`src/rtl/mdio_eng_pkg.sv`:
```
// Shared constants for the MDIO frame engine.
// Assumes the clause-22 frame layout where the command word equals the frame.
package mdio_eng_pkg;
    localparam int WORD_W       = 32;  // command word / frame body width
    localparam int DATA_W       = 16;  // data field width
    localparam int PREAMBLE_LEN = 32;  // preamble ones before the frame body
    localparam int HDR_BITS     = 14;  // start + opcode + PHY addr + reg addr
    localparam int OP_HI        = 29;  // opcode field upper bit
    localparam int OP_LO        = 28;  // opcode field lower bit

    typedef enum logic [1:0] {
        OPC_WRITE = 2'b01,
        OPC_READ  = 2'b10
    } mdio_opc_e;

    // Decide whether a command word requests a read.
    function automatic logic word_is_read(input logic [WORD_W-1:0] w);
        return w[OP_HI:OP_LO] == OPC_READ;
    endfunction
endpackage

```
`src/rtl/mdio_clk_gen.sv`:
```
// MDC generator: divides clk into MDC periods of 2*half clocks, low half first.
// Assumes start and run are never high together; half is latched at start.
module mdio_clk_gen #(
    parameter int SEL_W     = 3,
    parameter int HALF_BASE = 2
) (
    input  logic             clk,
    input  logic             rst_n,
    input  logic             start,
    input  logic             run,
    input  logic [SEL_W-1:0] div_sel,
    output logic             mdc,
    output logic             rise_evt,
    output logic             fall_evt
);
    localparam int HALF_MAX = HALF_BASE * (2 ** SEL_W);
    localparam int CNT_W    = $clog2(HALF_MAX + 1);

    logic [CNT_W-1:0] half_q;
    logic [CNT_W-1:0] cnt_q;
    logic             phase_hi_q;
    logic             half_end;

    // Detect the last clock of the current MDC half-period.
    always_comb begin
        half_end = (cnt_q == half_q - CNT_W'(1));
        rise_evt = run && !phase_hi_q && half_end;
        fall_evt = run &&  phase_hi_q && half_end;
    end

    // Count half-periods and toggle MDC at each boundary.
    always_ff @(posedge clk) begin
        if (!rst_n) begin
            half_q     <= CNT_W'(HALF_BASE);
            cnt_q      <= '0;
            phase_hi_q <= 1'b0;
            mdc        <= 1'b0;
        end else if (start) begin
            half_q     <= CNT_W'(HALF_BASE * (int'(div_sel) + 1));
            cnt_q      <= '0;
            phase_hi_q <= 1'b0;
            mdc        <= 1'b0;
        end else if (run) begin
            if (half_end) begin
                cnt_q      <= '0;
                phase_hi_q <= !phase_hi_q;
                mdc        <= !phase_hi_q;
            end else begin
                cnt_q <= cnt_q + CNT_W'(1);
            end
        end else begin
            cnt_q      <= '0;
            phase_hi_q <= 1'b0;
            mdc        <= 1'b0;
        end
    end
endmodule

```
`src/rtl/mdio_frame_shifter.sv`:
```
// Frame shifter: sends preamble then the command word MSB first, releases
// MDIO for read turnaround/data, and captures read data on MDC rise events.
// Assumes rise_evt/fall_evt come from mdio_clk_gen and are low when idle.
module mdio_frame_shifter
    import mdio_eng_pkg::*;
(
    input  logic              clk,
    input  logic              rst_n,
    input  logic              start,
    input  logic              abort,
    input  logic [WORD_W-1:0] cmd_word,
    input  logic              rise_evt,
    input  logic              fall_evt,
    input  logic              mdio_i,
    output logic              busy,
    output logic              done,
    output logic              is_read,
    output logic [DATA_W-1:0] cap_data,
    output logic              mdio_o,
    output logic              mdio_oe
);
    localparam int TOTAL        = PREAMBLE_LEN + WORD_W;
    localparam int BIT_W        = $clog2(TOTAL);
    localparam int LAST         = TOTAL - 1;
    localparam int RELEASE_FROM = PREAMBLE_LEN + HDR_BITS;
    localparam int CAP_FROM     = TOTAL - DATA_W;

    logic [BIT_W-1:0]  bit_q;
    logic [BIT_W-1:0]  nxt;
    logic [BIT_W-1:0]  frame_pos;
    logic [WORD_W-1:0] frame_q;
    logic [WORD_W-1:0] shifted;
    logic              nxt_val;
    logic              nxt_oe;
    logic              at_last;

    // Work out the value and drive enable of the next bit period.
    always_comb begin
        nxt       = bit_q + BIT_W'(1);
        frame_pos = nxt - BIT_W'(PREAMBLE_LEN);
        shifted   = frame_q << frame_pos;
        nxt_val   = (nxt < BIT_W'(PREAMBLE_LEN)) ? 1'b1 : shifted[WORD_W-1];
        nxt_oe    = !(is_read && (nxt >= BIT_W'(RELEASE_FROM)));
        at_last   = (bit_q == BIT_W'(LAST));
        done      = busy && fall_evt && at_last;
    end

    // Sequence bit periods, drive MDIO and shift in read data.
    always_ff @(posedge clk) begin
        if (!rst_n) begin
            busy     <= 1'b0;
            bit_q    <= '0;
            frame_q  <= '0;
            is_read  <= 1'b0;
            cap_data <= '0;
            mdio_o   <= 1'b1;
            mdio_oe  <= 1'b0;
        end else if (abort) begin
            busy    <= 1'b0;
            mdio_o  <= 1'b1;
            mdio_oe <= 1'b0;
        end else if (start) begin
            busy     <= 1'b1;
            bit_q    <= '0;
            frame_q  <= cmd_word;
            is_read  <= word_is_read(cmd_word);
            cap_data <= '0;
            mdio_o   <= 1'b1;
            mdio_oe  <= 1'b1;
        end else if (busy) begin
            if (rise_evt && is_read && (bit_q >= BIT_W'(CAP_FROM)))
                cap_data <= {cap_data[DATA_W-2:0], mdio_i};
            if (fall_evt) begin
                if (at_last) begin
                    busy    <= 1'b0;
                    mdio_o  <= 1'b1;
                    mdio_oe <= 1'b0;
                end else begin
                    bit_q   <= nxt;
                    mdio_o  <= nxt_val;
                    mdio_oe <= nxt_oe;
                end
            end
        end
    end
endmodule

```
`src/rtl/mdio_cmd_reg.sv`:
```
// Command register: holds the last accepted command word and takes read data
// into its low half when a read frame completes.
// Assumes accept and done never occur in the same cycle.
module mdio_cmd_reg
    import mdio_eng_pkg::*;
(
    input  logic              clk,
    input  logic              rst_n,
    input  logic              accept,
    input  logic [WORD_W-1:0] wdata,
    input  logic              done,
    input  logic              done_is_read,
    input  logic [DATA_W-1:0] cap_data,
    output logic [WORD_W-1:0] reg_q
);
    // Load on accept; merge captured data on read completion.
    always_ff @(posedge clk) begin
        if (!rst_n)
            reg_q <= '0;
        else if (accept)
            reg_q <= wdata;
        else if (done && done_is_read)
            reg_q[DATA_W-1:0] <= cap_data;
    end
endmodule

```
`src/rtl/mdio_frame_engine.sv`:
```
// Top of the MDIO management frame engine: accepts one command word, runs a
// clause-22 frame on MDC/MDIO and reports completion through idle.
// Assumes mdio_i is synchronous to clk (or externally synchronised).
module mdio_frame_engine
    import mdio_eng_pkg::*;
#(
    parameter int SEL_W     = 3,
    parameter int HALF_BASE = 2
) (
    input  logic              clk,
    input  logic              rst_n,
    input  logic              mgmt_en,
    input  logic [SEL_W-1:0]  mdc_div_sel,
    input  logic              cmd_wr,
    input  logic [WORD_W-1:0] cmd_wdata,
    output logic [WORD_W-1:0] cmd_rdata,
    output logic              idle,
    output logic              mdc,
    output logic              mdio_o,
    output logic              mdio_oe,
    input  logic              mdio_i
);
    logic              busy;
    logic              accept;
    logic              run;
    logic              rise_evt;
    logic              fall_evt;
    logic              done;
    logic              is_read;
    logic [DATA_W-1:0] cap_data;

    // Accept a command only when enabled and idle; run only while enabled.
    always_comb begin
        accept = cmd_wr && mgmt_en && !busy;
        run    = busy && mgmt_en;
        idle   = !busy;
    end

    mdio_clk_gen #(
        .SEL_W     (SEL_W),
        .HALF_BASE (HALF_BASE)
    ) u_clk_gen (
        .clk      (clk),
        .rst_n    (rst_n),
        .start    (accept),
        .run      (run),
        .div_sel  (mdc_div_sel),
        .mdc      (mdc),
        .rise_evt (rise_evt),
        .fall_evt (fall_evt)
    );

    mdio_frame_shifter u_shifter (
        .clk      (clk),
        .rst_n    (rst_n),
        .start    (accept),
        .abort    (!mgmt_en),
        .cmd_word (cmd_wdata),
        .rise_evt (rise_evt),
        .fall_evt (fall_evt),
        .mdio_i   (mdio_i),
        .busy     (busy),
        .done     (done),
        .is_read  (is_read),
        .cap_data (cap_data),
        .mdio_o   (mdio_o),
        .mdio_oe  (mdio_oe)
    );

    mdio_cmd_reg u_cmd_reg (
        .clk          (clk),
        .rst_n        (rst_n),
        .accept       (accept),
        .wdata        (cmd_wdata),
        .done         (done),
        .done_is_read (is_read),
        .cap_data     (cap_data),
        .reg_q        (cmd_rdata)
    );
endmodule

```
`config.mk`:
```
export PLATFORM = sky130hd
export DESIGN_NAME = mdio_frame_engine
export DESIGN_NICKNAME = d
export VERILOG_FILES = /design/src/rtl/mdio_eng_pkg.sv /design/src/rtl/mdio_clk_gen.sv /design/src/rtl/mdio_frame_shifter.sv /design/src/rtl/mdio_cmd_reg.sv /design/src/rtl/mdio_frame_engine.sv
export SDC_FILE = /design/constraint.sdc
export NUM_CORES = 1
export LEC_CHECK = 0
export BUFFER_PORTS_ARGS = -buffer_cell sky130_fd_sc_hd__buf_4
export CORE_MARGIN = 1
export CORE_UTILIZATION = 40
export DETAILED_ROUTE_END_ITERATION = 16
export GPL_TIMING_DRIVEN = 0
export PLACE_DENSITY = 0.63
export REMOVE_ABC_BUFFERS = 1
export SYNTH_ARGS = -nofsm -noshare
export SYNTH_HDL_FRONTEND = slang
export SYNTH_SLANG_ARGS = --single-unit
```
`constraint.sdc`:
```
create_clock -name clk -period 2.2 [get_ports clk]
set_input_delay 0 -clock clk [delete_from_list [all_inputs] [get_ports clk]]
set_output_delay 0 -clock clk [all_outputs]
set_load 0.03 [all_outputs]
```
==> impl_metrics.ini <==
[outcome]
status = finished, final reports clean

[power]
p_sw_uw = 951
combPwrFrac_pct = 13.0
p_clk_share_pct = 32.4
p_leak_uw = 0.00238
swShare_pct = 27.1
internal_power_uw = 2550
seqPwrFrac_pct = 54.6
peakVddDrop_uv = 513
total_power_uw = 3500
cellPowerDensity_mw_per_mm2 = 615

[route]
dr_wl_met2_um = 4800
wl_um = 9480
drt-pass1-iter-count = 4
drt_iter0_drc = 125
wl_met3_um = 369
met1_length_um = 4220
drc = 0
wire_per_inst_um = 13.4
vias_per_cell = 5.00
ant_nets = 0
vias = 3533
maxUsedRoutingLayer = met4

[logic_synthesis]
seq_area_frac_synth_pct = 46.5
syn_avg_cell_area_um2 = 9.29
synth_top_family_by_area = simple AND/OR/NAND/NOR gates
synth-simple-area-share_pct = 17.1
synth_compound_area_share_pct = 15.7
ys_ff_latch = 100
synth.area.mux_share_pct = 12.3
synthAdderAreaFrac_pct = 1.45
yosys_warnings = 0
netlist_area_mm2 = 0.00430
syn_inst = 463
synth.distinct_cells = 43
synth_xor_area_share_pct = 3.43

[grt]
antenna_found_initial = 0
grt_overflow = 0
grt_pass1_wl_um = 15900
first_global_vias = 3458
grt_use_total_pct = 17.6
grt_max_degree = 82

[layout]
final_cell_mix = dfxtp_1, nand2_1, buf_4
area_growth_pct = 32.5
antennaDiodeCount = 0
final_layout_size_suffix_gt1_share_pct = 22.8
utilization_pct = 55.0
layout.nets = 611
fin_cells = 707
final_common_cell = dfxtp_1
nFillCells = 981

[cts]
clock_path_buffers = 2
clock_latency_ps = 370
cts_num_sinks = 100
h-tree-depth = 3
cts.root.buffer_cell = clkbuf_8
clk_pin_slew_ps = 100
cts_tree = built
numCtsBuffers = 9

[timing]
fmax_mhz = 475
relSlewSlack_pct = 51.0
finClkSkew_ps = 14.2
fin_crit_sh_pct = 95.8
max_slew.worst_pin.slew_ps = 735
drv_slew = 0
holdWs_ps = 134
hold_viol_final = 0
rsz0062_at_grt = true
period_minus_slack_ps = 2110
setup_viol_count_final = 0
tns_ps = 0

[placed_design]
port_buffers = 75
gp_congestion = 0.779
placedCellCount = 647
hpwl_um = 5920

[die]
start_util_pct = 41.5
die_area_mm2 = 0.0112
fp-row-count = 37
die_h_um = 106
ios = 76
die_x_um = 106
core_area_mm2 = 0.0104

[run]
maxCapViolCount = 0

[setup_path]
cp_max_fo = 8
critPathKind = flip-flop to flip-flop
required_ps = 2470
cp.arrival_ps = 2380
critPathLaunchType = flip-flop
worst_setup_path_end_kind = flip-flop

[worst_hold_path]
hold_path_class = input port to flip-flop
[kinds of logic after synthesis]
| kind of cell | after synthesis |
|---|---|
| flops | 100 |
| mux | 45 |
| xor+xnor | 16 |
| compound gates | 102 |
| buf+inv | 34 |
| simple gates | 161 |
| fa+ha+maj | 5 |
[registers in the layout, indices dropped and copies added, names as in the netlist]
register,flops
u_clk_gen.cnt_q,5
u_clk_gen.half_q,4
u_clk_gen.mdc,1
u_cmd_reg.reg_q,32
u_shifter.bit_q,6
u_shifter.busy,1
u_shifter.cap_data,16
u_shifter.frame_q,32
u_shifter.is_read,1
u_shifter.mdio_o,1
u_shifter.mdio_oe,1
[final timing paths]
| path | cells past startpoint | slack (ps) | to | from |
|---|---|---|---|---|
| worst max register to register | 8 | 90 | u_shifter.bit_q[3] | u_clk_gen.half_q[1] |
| worst max-delay path | 8 | 90 | u_shifter.bit_q[3] | u_clk_gen.half_q[1] |
| worst min-delay path | 4 | 130 | u_shifter.mdio_o | cmd_wr |
| worst min register to register | 2 | 470 | u_shifter.frame_q[20] | u_shifter.frame_q[20] |
[cell type report]
cell class | instances | area, um^2 | share of cell area, %
multi-input cells | 329 | 2240 | 39.4
flip-flops and latches | 100 | 2010 | 35.2
repair buffers | 120 | 1050 | 18.4
well taps | 136 | 170 | 2.99
clock buffers | 10 | 138 | 2.41
clock inverters | 6 | 58.8 | 1.03
inverters | 6 | 30.0 | 0.527
[cell usage after synthesis (all sizes together)]
cell type	instances	area, um^2
dfxtp	100	2000
nand2	96	360
a21boi	53	398
mux2i	37	370
nor2	27	101
clkbuf	22	82.6
o21ai	21	109
a21oi	17	85.1
nand3	13	92.6
xnor2	8	70.1
xor2	8	77.6
and3	6	37.5
buf	6	46.3
inv	6	22.5
mux4	6	135
nor3	6	35.0
ha	5	62.6
nor3b	4	41.3
a31oi	3	18.8
nand4	3	18.8
o21a	3	22.5
mux2	2	22.5
a211oi	1	7.51
a21o	1	7.51
a32o	1	10.0
and2b	1	7.51
and4bb	1	12.5
nand2b	1	6.26
nand3b	1	7.51
o211a	1	10.0
o211ai	1	7.51
or3	1	6.26
or3b	1	8.76
[stage by stage]
stage,instance area [um^2],setup slack (ps)
after detailed placement,4950,-662
final,5700,93.0
after CTS,5620,-34.3
after floorplan,4170,-1270
after global routing,5700,-9.81
after global placement,4910,-2710
[power groups by stage]
| stage | Sequential (uW) | Clock, uW | Combinational (uW) |
|---|---|---|---|
| global placement | 1960 | 0 | 387 |
| detailed placement | 1960 | 0 | 399 |
| finish | 1910 | 1140 | 456 |
| floorplan | 2020 | 0 | 152 |
| global route | 1920 | 1240 | 497 |
| CTS | 1910 | 1180 | 455 |
[what timing repair did]
item | CTS | global route
buffers inserted | 6 | 1
pin swaps | 1 | 3
hold buffers | 37 | 0
endpoints found under the hold margin | 72 | 0
endpoints found under the setup margin | 35 | 40
gates resized for setup | 9 | 13
[layer usage]
metal | GRT usage (%) | vias up
met5 | 0 | -
met4 | 5.75 | 0
met3 | 4.02 | 8
met2 | 30.9 | 61
met1 | 21.1 | 1678
li1 | - | 1786
[critical path: stages, from the launching register on]
cell	delay, ps
dfxtp_2	380
inv_1	50
ha_1	330
xor2_2	210
nand3_2	130
and4bb_4	380
o21ai_2	130
and3_1	210
o21a_1	170
Note: power is estimated with default switching activity, not from simulation.
